==> src/rtl/reg_spi_pkg.sv <==
package reg_spi_pkg;

  localparam int ADDR_W = 7;
  localparam int NREG   = 1 << ADDR_W;

  typedef enum logic [1:0] {
    FR_CMD  = 2'd0,
    FR_DATA = 2'd1,
    FR_CRC  = 2'd2
  } frame_pos_e;

  // One byte through a CRC-8 (poly 0x07), most significant bit first.
  function automatic logic [7:0] crc8_step(input logic [7:0] crc_in,
                                           input logic [7:0] din);
    logic [7:0] c;
    logic       fb;
    c = crc_in;
    for (int i = 7; i >= 0; i--) begin
      fb = c[7] ^ din[i];
      c  = {c[6:0], 1'b0} ^ (fb ? 8'h07 : 8'h00);
    end
    return c;
  endfunction

  // Power-on image: everything zero except the rate byte at 0x61.
  function automatic logic [NREG*8-1:0] default_image();
    logic [NREG*8-1:0] img;
    img = '0;
    img[8'h61*8 +: 8] = 8'h80;
    return img;
  endfunction

endpackage

==> src/rtl/spi_byte_shifter.sv <==
module spi_byte_shifter #(
  parameter int W = 8
) (
  input  logic         clk,
  input  logic         rst_n,
  input  logic         sclk,
  input  logic         cs_n,
  input  logic         mosi,
  input  logic         tx_load,
  input  logic [W-1:0] tx_byte,
  output logic         byte_valid,
  output logic [W-1:0] rx_byte,
  output logic         miso
);
  localparam int CW = $clog2(W);

  logic         sclk_q;
  logic [CW-1:0] cnt_q, cnt_d;
  logic [W-1:0] rx_q, rx_d;
  logic [W-1:0] tx_q, tx_d;
  logic [W-1:0] nxt_q, nxt_d;
  logic         pend_q, pend_d;
  logic         rise, fall;

  assign rise       = !cs_n && sclk && !sclk_q;
  assign fall       = !cs_n && !sclk && sclk_q;
  assign rx_byte    = {rx_q[W-2:0], mosi};
  assign byte_valid = rise && (cnt_q == CW'(W-1));
  assign miso       = !cs_n && tx_q[W-1];

  always_comb begin
    cnt_d  = cnt_q;
    rx_d   = rx_q;
    tx_d   = tx_q;
    nxt_d  = nxt_q;
    pend_d = pend_q;
    if (cs_n) begin
      cnt_d  = '0;
      tx_d   = '0;
      pend_d = 1'b0;
    end else begin
      if (rise) begin
        rx_d  = rx_byte;
        cnt_d = (cnt_q == CW'(W-1)) ? '0 : cnt_q + 1'b1;
      end
      if (tx_load) begin
        pend_d = 1'b1;
        nxt_d  = tx_byte;
      end
      if (fall) begin
        if (pend_q) begin
          tx_d   = nxt_q;
          pend_d = 1'b0;
        end else begin
          tx_d = {tx_q[W-2:0], 1'b0};
        end
      end
    end
  end

  always_ff @(posedge clk or negedge rst_n) begin
    if (!rst_n) begin
      sclk_q <= 1'b0;
      cnt_q  <= '0;
      rx_q   <= '0;
      tx_q   <= '0;
      nxt_q  <= '0;
      pend_q <= 1'b0;
    end else begin
      sclk_q <= sclk;
      cnt_q  <= cnt_d;
      rx_q   <= rx_d;
      tx_q   <= tx_d;
      nxt_q  <= nxt_d;
      pend_q <= pend_d;
    end
  end

  // bytes are at least one sample apart
  p_byte_spacing_r1: assert property (@(posedge clk) disable iff (!rst_n)
    byte_valid |=> !byte_valid);

  // output held while the serial clock stays high
  p_miso_hold_r3: assert property (@(posedge clk) disable iff (!rst_n)
    (!cs_n && $past(!cs_n) && sclk && sclk_q) |-> $stable(miso));

endmodule

==> src/rtl/crc8_pair.sv <==
module crc8_pair (
  input  logic [7:0] first_byte,
  input  logic [7:0] second_byte,
  output logic [7:0] crc
);
  import reg_spi_pkg::*;
  assign crc = crc8_step(crc8_step(8'h00, first_byte), second_byte);
endmodule

==> src/rtl/reg_bank.sv <==
module reg_bank #(
  parameter int ADDR_W      = 7,
  parameter int IMPL_LAST   = 'h64,
  parameter int STATUS_ADDR = 'h59,
  parameter int CTRL_ADDR   = 'h5A,
  parameter int LATCH_ADDR  = 'h64,
  parameter int SRC_BASE    = 'h60,
  parameter int SRC_BYTES   = 4,
  parameter logic [(2**ADDR_W)*8-1:0] DEFAULTS = '0
) (
  input  logic                   clk,
  input  logic                   rst_n,
  input  logic                   soft_rst,
  input  logic                   wr_en,
  input  logic [ADDR_W-1:0]      wr_addr,
  input  logic [7:0]             wr_data,
  input  logic [ADDR_W-1:0]      rd_addr,
  output logic [7:0]             rd_data,
  input  logic                   latch_go,
  output logic                   crc_en,
  output logic                   latch_bit,
  output logic [SRC_BYTES*8-1:0] active
);
  localparam int NREG = 2 ** ADDR_W;
  localparam int AW   = SRC_BYTES * 8;

  logic [7:0]    mem_q [NREG];
  logic [AW-1:0] staged, def_act;
  logic [AW-1:0] act_q, act_d;

  for (genvar i = 0; i < NREG; i++) begin : g_reg
    if (i <= IMPL_LAST && i != STATUS_ADDR) begin : g_impl
      logic [7:0] d;
      always_comb begin
        d = mem_q[i];
        if (soft_rst)
          d = DEFAULTS[i*8 +: 8];
        else if (wr_en && wr_addr == ADDR_W'(i))
          d = wr_data;
      end
      always_ff @(posedge clk or negedge rst_n) begin
        if (!rst_n) mem_q[i] <= DEFAULTS[i*8 +: 8];
        else        mem_q[i] <= d;
      end
    end else begin : g_hole
      assign mem_q[i] = 8'h00;
    end
  end

  for (genvar k = 0; k < SRC_BYTES; k++) begin : g_src
    assign staged [(SRC_BYTES-1-k)*8 +: 8] = mem_q[SRC_BASE+k];
    assign def_act[(SRC_BYTES-1-k)*8 +: 8] = DEFAULTS[(SRC_BASE+k)*8 +: 8];
  end

  assign rd_data   = mem_q[rd_addr];
  assign crc_en    = mem_q[CTRL_ADDR][0];
  assign latch_bit = mem_q[LATCH_ADDR][0];
  assign active    = act_q;

  always_comb begin
    act_d = act_q;
    if (soft_rst)      act_d = def_act;
    else if (latch_go) act_d = staged;
  end

  always_ff @(posedge clk or negedge rst_n) begin
    if (!rst_n) act_q <= def_act;
    else        act_q <= act_d;
  end

  // burst restores the active rate word
  p_burst_active_r9: assert property (@(posedge clk) disable iff (!rst_n)
    soft_rst |=> (active == def_act));

endmodule

==> src/rtl/spi_crc_regslave.sv <==
module spi_crc_regslave #(
  parameter int ADDR_W      = reg_spi_pkg::ADDR_W,
  parameter int EXEMPT_ADDR = 'h5A,
  parameter int STATUS_ADDR = 'h59,
  parameter int LATCH_ADDR  = 'h64,
  parameter int SRC_BASE    = 'h60,
  parameter int IMPL_LAST   = 'h64,
  parameter int RST_BURST   = 8,
  parameter logic [(2**ADDR_W)*8-1:0] REG_DEFAULTS = reg_spi_pkg::default_image()
) (
  input  logic        clk,
  input  logic        rst_n,
  input  logic        sclk,
  input  logic        cs_n,
  input  logic        mosi,
  output logic        miso,
  output logic        crc_err_o,
  output logic [31:0] src_active_o
);
  import reg_spi_pkg::*;

  localparam int FW = $clog2(RST_BURST + 1);

  logic              byte_valid;
  logic [7:0]        rx_byte;
  logic              tx_load;
  logic [7:0]        tx_byte;
  frame_pos_e        pos_q, pos_d;
  logic [7:0]        cmd_q, cmd_d, dat_q, dat_d, rd_q, rd_d;
  logic              err_q, err_d;
  logic [FW-1:0]     ff_q, ff_d;
  logic [ADDR_W-1:0] rd_addr, cur_addr;
  logic [7:0]        bank_rd, rd_value, crc_rd, crc_wr;
  logic              wr_en, latch_go, soft_rst, crc_en, latch_bit, exempt;

  spi_byte_shifter #(.W(8)) u_shift (
    .clk(clk), .rst_n(rst_n), .sclk(sclk), .cs_n(cs_n), .mosi(mosi),
    .tx_load(tx_load), .tx_byte(tx_byte),
    .byte_valid(byte_valid), .rx_byte(rx_byte), .miso(miso)
  );

  crc8_pair u_crc_rd (.first_byte(cmd_q), .second_byte(rd_q),  .crc(crc_rd));
  crc8_pair u_crc_wr (.first_byte(cmd_q), .second_byte(dat_q), .crc(crc_wr));

  reg_bank #(
    .ADDR_W(ADDR_W), .IMPL_LAST(IMPL_LAST), .STATUS_ADDR(STATUS_ADDR),
    .CTRL_ADDR(EXEMPT_ADDR), .LATCH_ADDR(LATCH_ADDR), .SRC_BASE(SRC_BASE),
    .SRC_BYTES(4), .DEFAULTS(REG_DEFAULTS)
  ) u_bank (
    .clk(clk), .rst_n(rst_n), .soft_rst(soft_rst),
    .wr_en(wr_en), .wr_addr(cur_addr), .wr_data(dat_d),
    .rd_addr(rd_addr), .rd_data(bank_rd),
    .latch_go(latch_go), .crc_en(crc_en), .latch_bit(latch_bit),
    .active(src_active_o)
  );

  assign cur_addr = cmd_q[ADDR_W-1:0];
  assign rd_addr  = (pos_q == FR_CMD) ? rx_byte[ADDR_W-1:0] : cur_addr;
  assign rd_value = (rd_addr == ADDR_W'(STATUS_ADDR)) ? {7'b0, err_q} : bank_rd;
  assign exempt   = (cur_addr == ADDR_W'(EXEMPT_ADDR));
  assign soft_rst = byte_valid && (rx_byte == 8'hFF) && (ff_q == FW'(RST_BURST-1));
  assign latch_go = wr_en && (cur_addr == ADDR_W'(LATCH_ADDR)) && !dat_d[0] && latch_bit;
  assign crc_err_o = err_q;

  always_comb begin
    pos_d   = pos_q;
    cmd_d   = cmd_q;
    dat_d   = dat_q;
    rd_d    = rd_q;
    err_d   = err_q;
    ff_d    = ff_q;
    wr_en   = 1'b0;
    tx_load = 1'b0;
    tx_byte = 8'h00;
    if (cs_n) begin
      pos_d = FR_CMD;
      ff_d  = '0;
    end else if (byte_valid) begin
      ff_d = (rx_byte == 8'hFF) ? ff_q + 1'b1 : '0;
      unique case (pos_q)
        FR_CMD: begin
          cmd_d = rx_byte;
          pos_d = FR_DATA;
          if (rx_byte[7]) begin
            tx_load = 1'b1;
            tx_byte = rd_value;
            rd_d    = rd_value;
            if (rd_addr == ADDR_W'(STATUS_ADDR)) err_d = 1'b0;
          end
        end
        FR_DATA: begin
          dat_d = rx_byte;
          if (exempt) begin
            pos_d = FR_CMD;
            wr_en = !cmd_q[7];
          end else begin
            pos_d = FR_CRC;
            if (cmd_q[7]) begin
              tx_load = 1'b1;
              tx_byte = crc_rd;
            end
          end
        end
        default: begin
          pos_d = FR_CMD;
          if (!cmd_q[7]) begin
            if (!crc_en || rx_byte == crc_wr) wr_en = 1'b1;
            else                               err_d = 1'b1;
          end
        end
      endcase
      if (soft_rst) begin
        pos_d   = FR_CMD;
        ff_d    = '0;
        wr_en   = 1'b0;
        tx_load = 1'b0;
        err_d   = 1'b0;
      end
    end
  end

  always_ff @(posedge clk or negedge rst_n) begin
    if (!rst_n) begin
      pos_q <= FR_CMD;
      cmd_q <= 8'h00;
      dat_q <= 8'h00;
      rd_q  <= 8'h00;
      err_q <= 1'b0;
      ff_q  <= '0;
    end else begin
      pos_q <= pos_d;
      cmd_q <= cmd_d;
      dat_q <= dat_d;
      rd_q  <= rd_d;
      err_q <= err_d;
      ff_q  <= ff_d;
    end
  end

  // burst clears the sticky flag
  p_burst_clears_err_r9: assert property (@(posedge clk) disable iff (!rst_n)
    soft_rst |=> !err_q);

  // a rejected write never lands in the bank
  p_err_no_write_r5: assert property (@(posedge clk) disable iff (!rst_n)
    $rose(err_q) |-> !$past(wr_en));

  // deselect returns the decoder to a frame boundary
  p_abort_r6: assert property (@(posedge clk) disable iff (!rst_n)
    cs_n |=> (pos_q == FR_CMD));

  // the active word moves only on the handshake or a burst
  p_latch_only_r8: assert property (@(posedge clk) disable iff (!rst_n)
    (src_active_o != $past(src_active_o)) |-> $past(latch_go || soft_rst));

endmodule

==> config.mk <==
export PLATFORM = sky130hd
export DESIGN_NAME = spi_crc_regslave
export DESIGN_NICKNAME = d
export VERILOG_FILES = /design/src/rtl/reg_spi_pkg.sv /design/src/rtl/spi_byte_shifter.sv /design/src/rtl/crc8_pair.sv /design/src/rtl/reg_bank.sv /design/src/rtl/spi_crc_regslave.sv
export SDC_FILE = /design/constraint.sdc
export NUM_CORES = 2
export LEC_CHECK = 0
export BUFFER_PORTS_ARGS = -buffer_cell sky130_fd_sc_hd__buf_2
export CAP_MARGIN = 20
export CORE_ASPECT_RATIO = 1.1
export CORE_MARGIN = 2
export CORE_UTILIZATION = 50
export CTS_BUF_LIST = sky130_fd_sc_hd__clkbuf_4 sky130_fd_sc_hd__clkbuf_8 sky130_fd_sc_hd__clkbuf_16
export DETAILED_ROUTE_END_ITERATION = 10
export PLACE_DENSITY = 0.67
export SYNTH_ARGS = -nofsm -noshare
export SYNTH_HDL_FRONTEND = slang
export SYNTH_SLANG_ARGS = --single-unit
==> constraint.sdc <==
create_clock -name clk -period 7.5 [get_ports clk]
set_input_delay 1.125 -clock clk [delete_from_list [all_inputs] [get_ports clk]]
set_output_delay 1.125 -clock clk [all_outputs]
set_load 0.005 [all_outputs]
==> impl_metrics.py <==
metrics = {
    "cells_and_area": {
        "nNetsFinal": 3972,
        "antenna_cells": 0,
        "regArea_um2": 22300,
        "area_growth_pct": 9.58,
        "fillers": 7608,
        "multi_input_area_um2": 21300,
        "drive_gt1_share_pct": 12.7,
        "stdcell_count": 5197,
    },
    "sta": {
        "rsz0062_at_grt": "false",
        "fin_crit_sh_pct": 71.4,
        "hold_violations": 0,
        "skew_ns": 0.0241,
        "min_period_ns": 5.35,
        "final.setup.tns_ns": 0,
        "final-max-slew-violation-count": 0,
        "setup-violations-final": 0,
        "fmax_mhz": 187,
        "slew_headroom_pct": 19.1,
        "tightest_slew_ns": 1.18,
    },
    "clocking": {
        "clk_pin_slew_ns": 0.06,
        "postCtsSetupRepairBufs": 0,
        "cts_buffer_depth": 3,
        "clk_latency_ns": 0.68,
        "root_buffer": "clkbuf_16",
        "holdBufCountCts": 0,
        "post_cts_resized": 0,
        "cts_tree": "built",
        "cts_inserted_buffers": 90,
        "htreeDepth": 3,
        "clock-sinks": 891,
    },
    "grt": {
        "use_met1_pct": 41.4,
        "grt_max_degree": 235,
        "grtUsageMet2_pct": 44.7,
        "grt_pass1_vias": 32500,
        "antenna_found_initial": 0,
        "grt.total_usage_pct": 29.1,
        "grtUsageMet3_pct": 4.63,
        "grt_pass1_wl_um": 205000,
        "grt-ovfl-total": 0,
        "grt-busiest-layer": "met2",
    },
    "synthesis": {
        "synthTopCellsByCount": "1097 x nand2_1, 889 x dfrtp_1, 870 x mux2i_1",
        "synth.area.top_cells": "dfrtp_1 50%, mux2i_1 19%, nand2_1 9.2%",
        "syn-cell-area_um2": 44900,
        "ys_ff_latch": 891,
        "synth_top_area_share_pct": 49.6,
        "synth_seq_area_share_pct": 49.7,
        "syn_avg_cell_area_um2": 10.9,
        "yosysUniqueCellTypes": 76,
        "synth-edff-count": 0,
        "synthCells": 4106,
        "synthFlopType": "dfrtp_1",
        "synth.largest_area_cell": "dfrtp_1",
        "yosysWarningCount": 0,
        "syn_nets": 4122,
        "ys_async_sr_fraction_pct": 100,
        "synth_most_common_cell": "nand2_1",
    },
    "die": {
        "ioPinCount": 39,
        "initial_utilization_pct": 50.3,
        "num_rows": 115,
        "dieArea_um2": 92200,
        "core_um2": 89200,
        "die_y_um": 318,
        "die_w_um": 290,
    },
    "setup_path": {
        "required_ns": 8.08,
        "cp_max_fo": 68,
        "critical_path_class": "reg2reg",
        "endpoint_kind": "flip-flop",
        "crit_path_start_kind": "flip-flop",
        "cp.arrival_ns": 5.93,
    },
    "run_status": {
        "status": "complete, no violations",
    },
    "pwr": {
        "switching_share_pct": 27.8,
        "total_leakage_power_uw": 0.0260,
        "clock_power_share_pct": 43.7,
        "powerDensity_nw_per_um2": 226,
        "power_frac_comb_pct": 12.4,
        "power.internal_uw": 8040,
        "seqPwrFrac_pct": 43.8,
        "switchingPower_uw": 3090,
        "irDropWorstVdd_v": 0.000149,
    },
    "routing": {
        "drt-pass1-iter-count": 9,
        "drc": 0,
        "ant_nets": 0,
        "routed_wl_um": 133000,
        "routedWlPerCell_um": 25.5,
        "vias_per_cell": 6.19,
        "dr.first_iter.drc_count": 3782,
        "vias": 32200,
    },
    "place": {
        "portBuffers": 38,
        "gp_congestion": 0.956,
        "dpl.hpwl_um": 80400,
        "place_inst": 5032,
    },
    "run": {
        "cap_violations": 0,
    },
    "worst_hold_path": {
        "min_path_type": "reg2reg",
    },
}
-- cell usage in the layout (no fill, tap or decap), drive strengths merged, types with 7 or more instances in the layout --
cell	n
nand2	1098
nor3	8
xnor2	38
nand3	179
inv	21
o21ai	69
xor2	16
a311oi	27
nor2b	12
and3	37
nor4	7
dfrtp	889
nand4	27
nor2	76
a21oi	48
and2	19
ha	11
mux4	141
a211oi	34
bufinv	11
mux2i	870
clkbuf	123
mux2	21
clkinv	20
buf	102
a31oi	18
-- cells by family after synthesis --
| group | share of synthesized area (%) |
|---|---|
| fa+ha+maj | 0.307 |
| compound gates | 3.89 |
| xor+xnor | 1.57 |
| flops | 49.7 |
| simple gates | 14.3 |
| buf+inv | 3.22 |
| mux | 27.0 |
-- critical path: stages, from the launching register on --
cell,delay [ns]
dfrtp_1,0.77
inv_1,0.15
ha_1,0.37
xnor3_1,0.46
xor3_1,0.47
nor3_1,0.10
or4b_4,0.52
nor4_4,0.20
nand4_4,0.19
nand2_4,0.75
nand3_1,0.82
mux2i_1,0.37
-- worst paths after layout --
path | endpoint | cells past startpoint | slack, ns | from
setup / recovery | u_bank.mem_q[867] | 11 | 2.15 | cmd_q[4]
hold reg to reg | ff_q[3] | 1 | 0.48 | ff_q[3]
max in group asynchronous | u_bank.mem_q[515] | 2 | 5.41 | rst_n
hold / removal | ff_q[3] | 1 | 0.48 | ff_q[3]
min in group asynchronous | u_bank.mem_q[250] | 1 | 0.51 | rst_n
setup reg to reg | u_bank.mem_q[867] | 11 | 2.15 | cmd_q[4]
-- final cells by class --
cell class	count	share of cell area (%)
clock inverter	40	1.09
clock buffer	123	5.39
timing repair buffer	102	1.75
multi-input combinational	2854	43.3
tap	1170	2.98
inverter	17	0.130
sequential	891	45.3
-- metrics by stage --
stage | setup slack, ns | utilization, % | instance area, µm² | hold slack [ns] | total power (µW)
floorplan | 3.61 | - | 44900 | 0.438 | 5640
global placement | 2.11 | 51.5 | 46000 | 0.462 | 6290
detailed placement | 2.02 | 51.5 | 46000 | 0.465 | 6300
CTS | 2.28 | 55.1 | 49200 | 0.477 | 11100
global route | 2.05 | 55.1 | 49200 | 0.494 | 11400
finish | 2.15 | 55.1 | 49200 | 0.475 | 11100
-- layer usage --
metal / wire length (µm) / up-vias
met2: 61000 / 1292
li1: - / 14000
met3: 9700 / 306
met1: 56300 / 16600
met5: 0 / -
met4: 5800 / 0
-- registers in the layout, summed over array words and instances (netlist names), 2 cells and up --
name / cells
u_bank.mem_q: 798
u_bank.active: 32
cmd_q: 8
dat_q: 8
rd_q: 8
u_shift.nxt_q: 8
u_shift.tx_q: 8
u_shift.rx_q: 7
ff_q: 4
u_shift.cnt_q: 3
pos_q: 2
-- power groups by stage --
| stage | logic (µW) | clock network [µW] | registers (µW) |
|---|---|---|---|
| 2_1_floorplan | 721 | 0 | 4920 |
| 3_3_place_gp | 1330 | 0 | 4960 |
| 3_5_place_dp | 1340 | 0 | 4960 |
| 4_1_cts | 1340 | 4920 | 4870 |
| 5_1_grt | 1420 | 5120 | 4870 |
| 6_report | 1380 | 4860 | 4880 |
(Power assumes the default switching activity.)
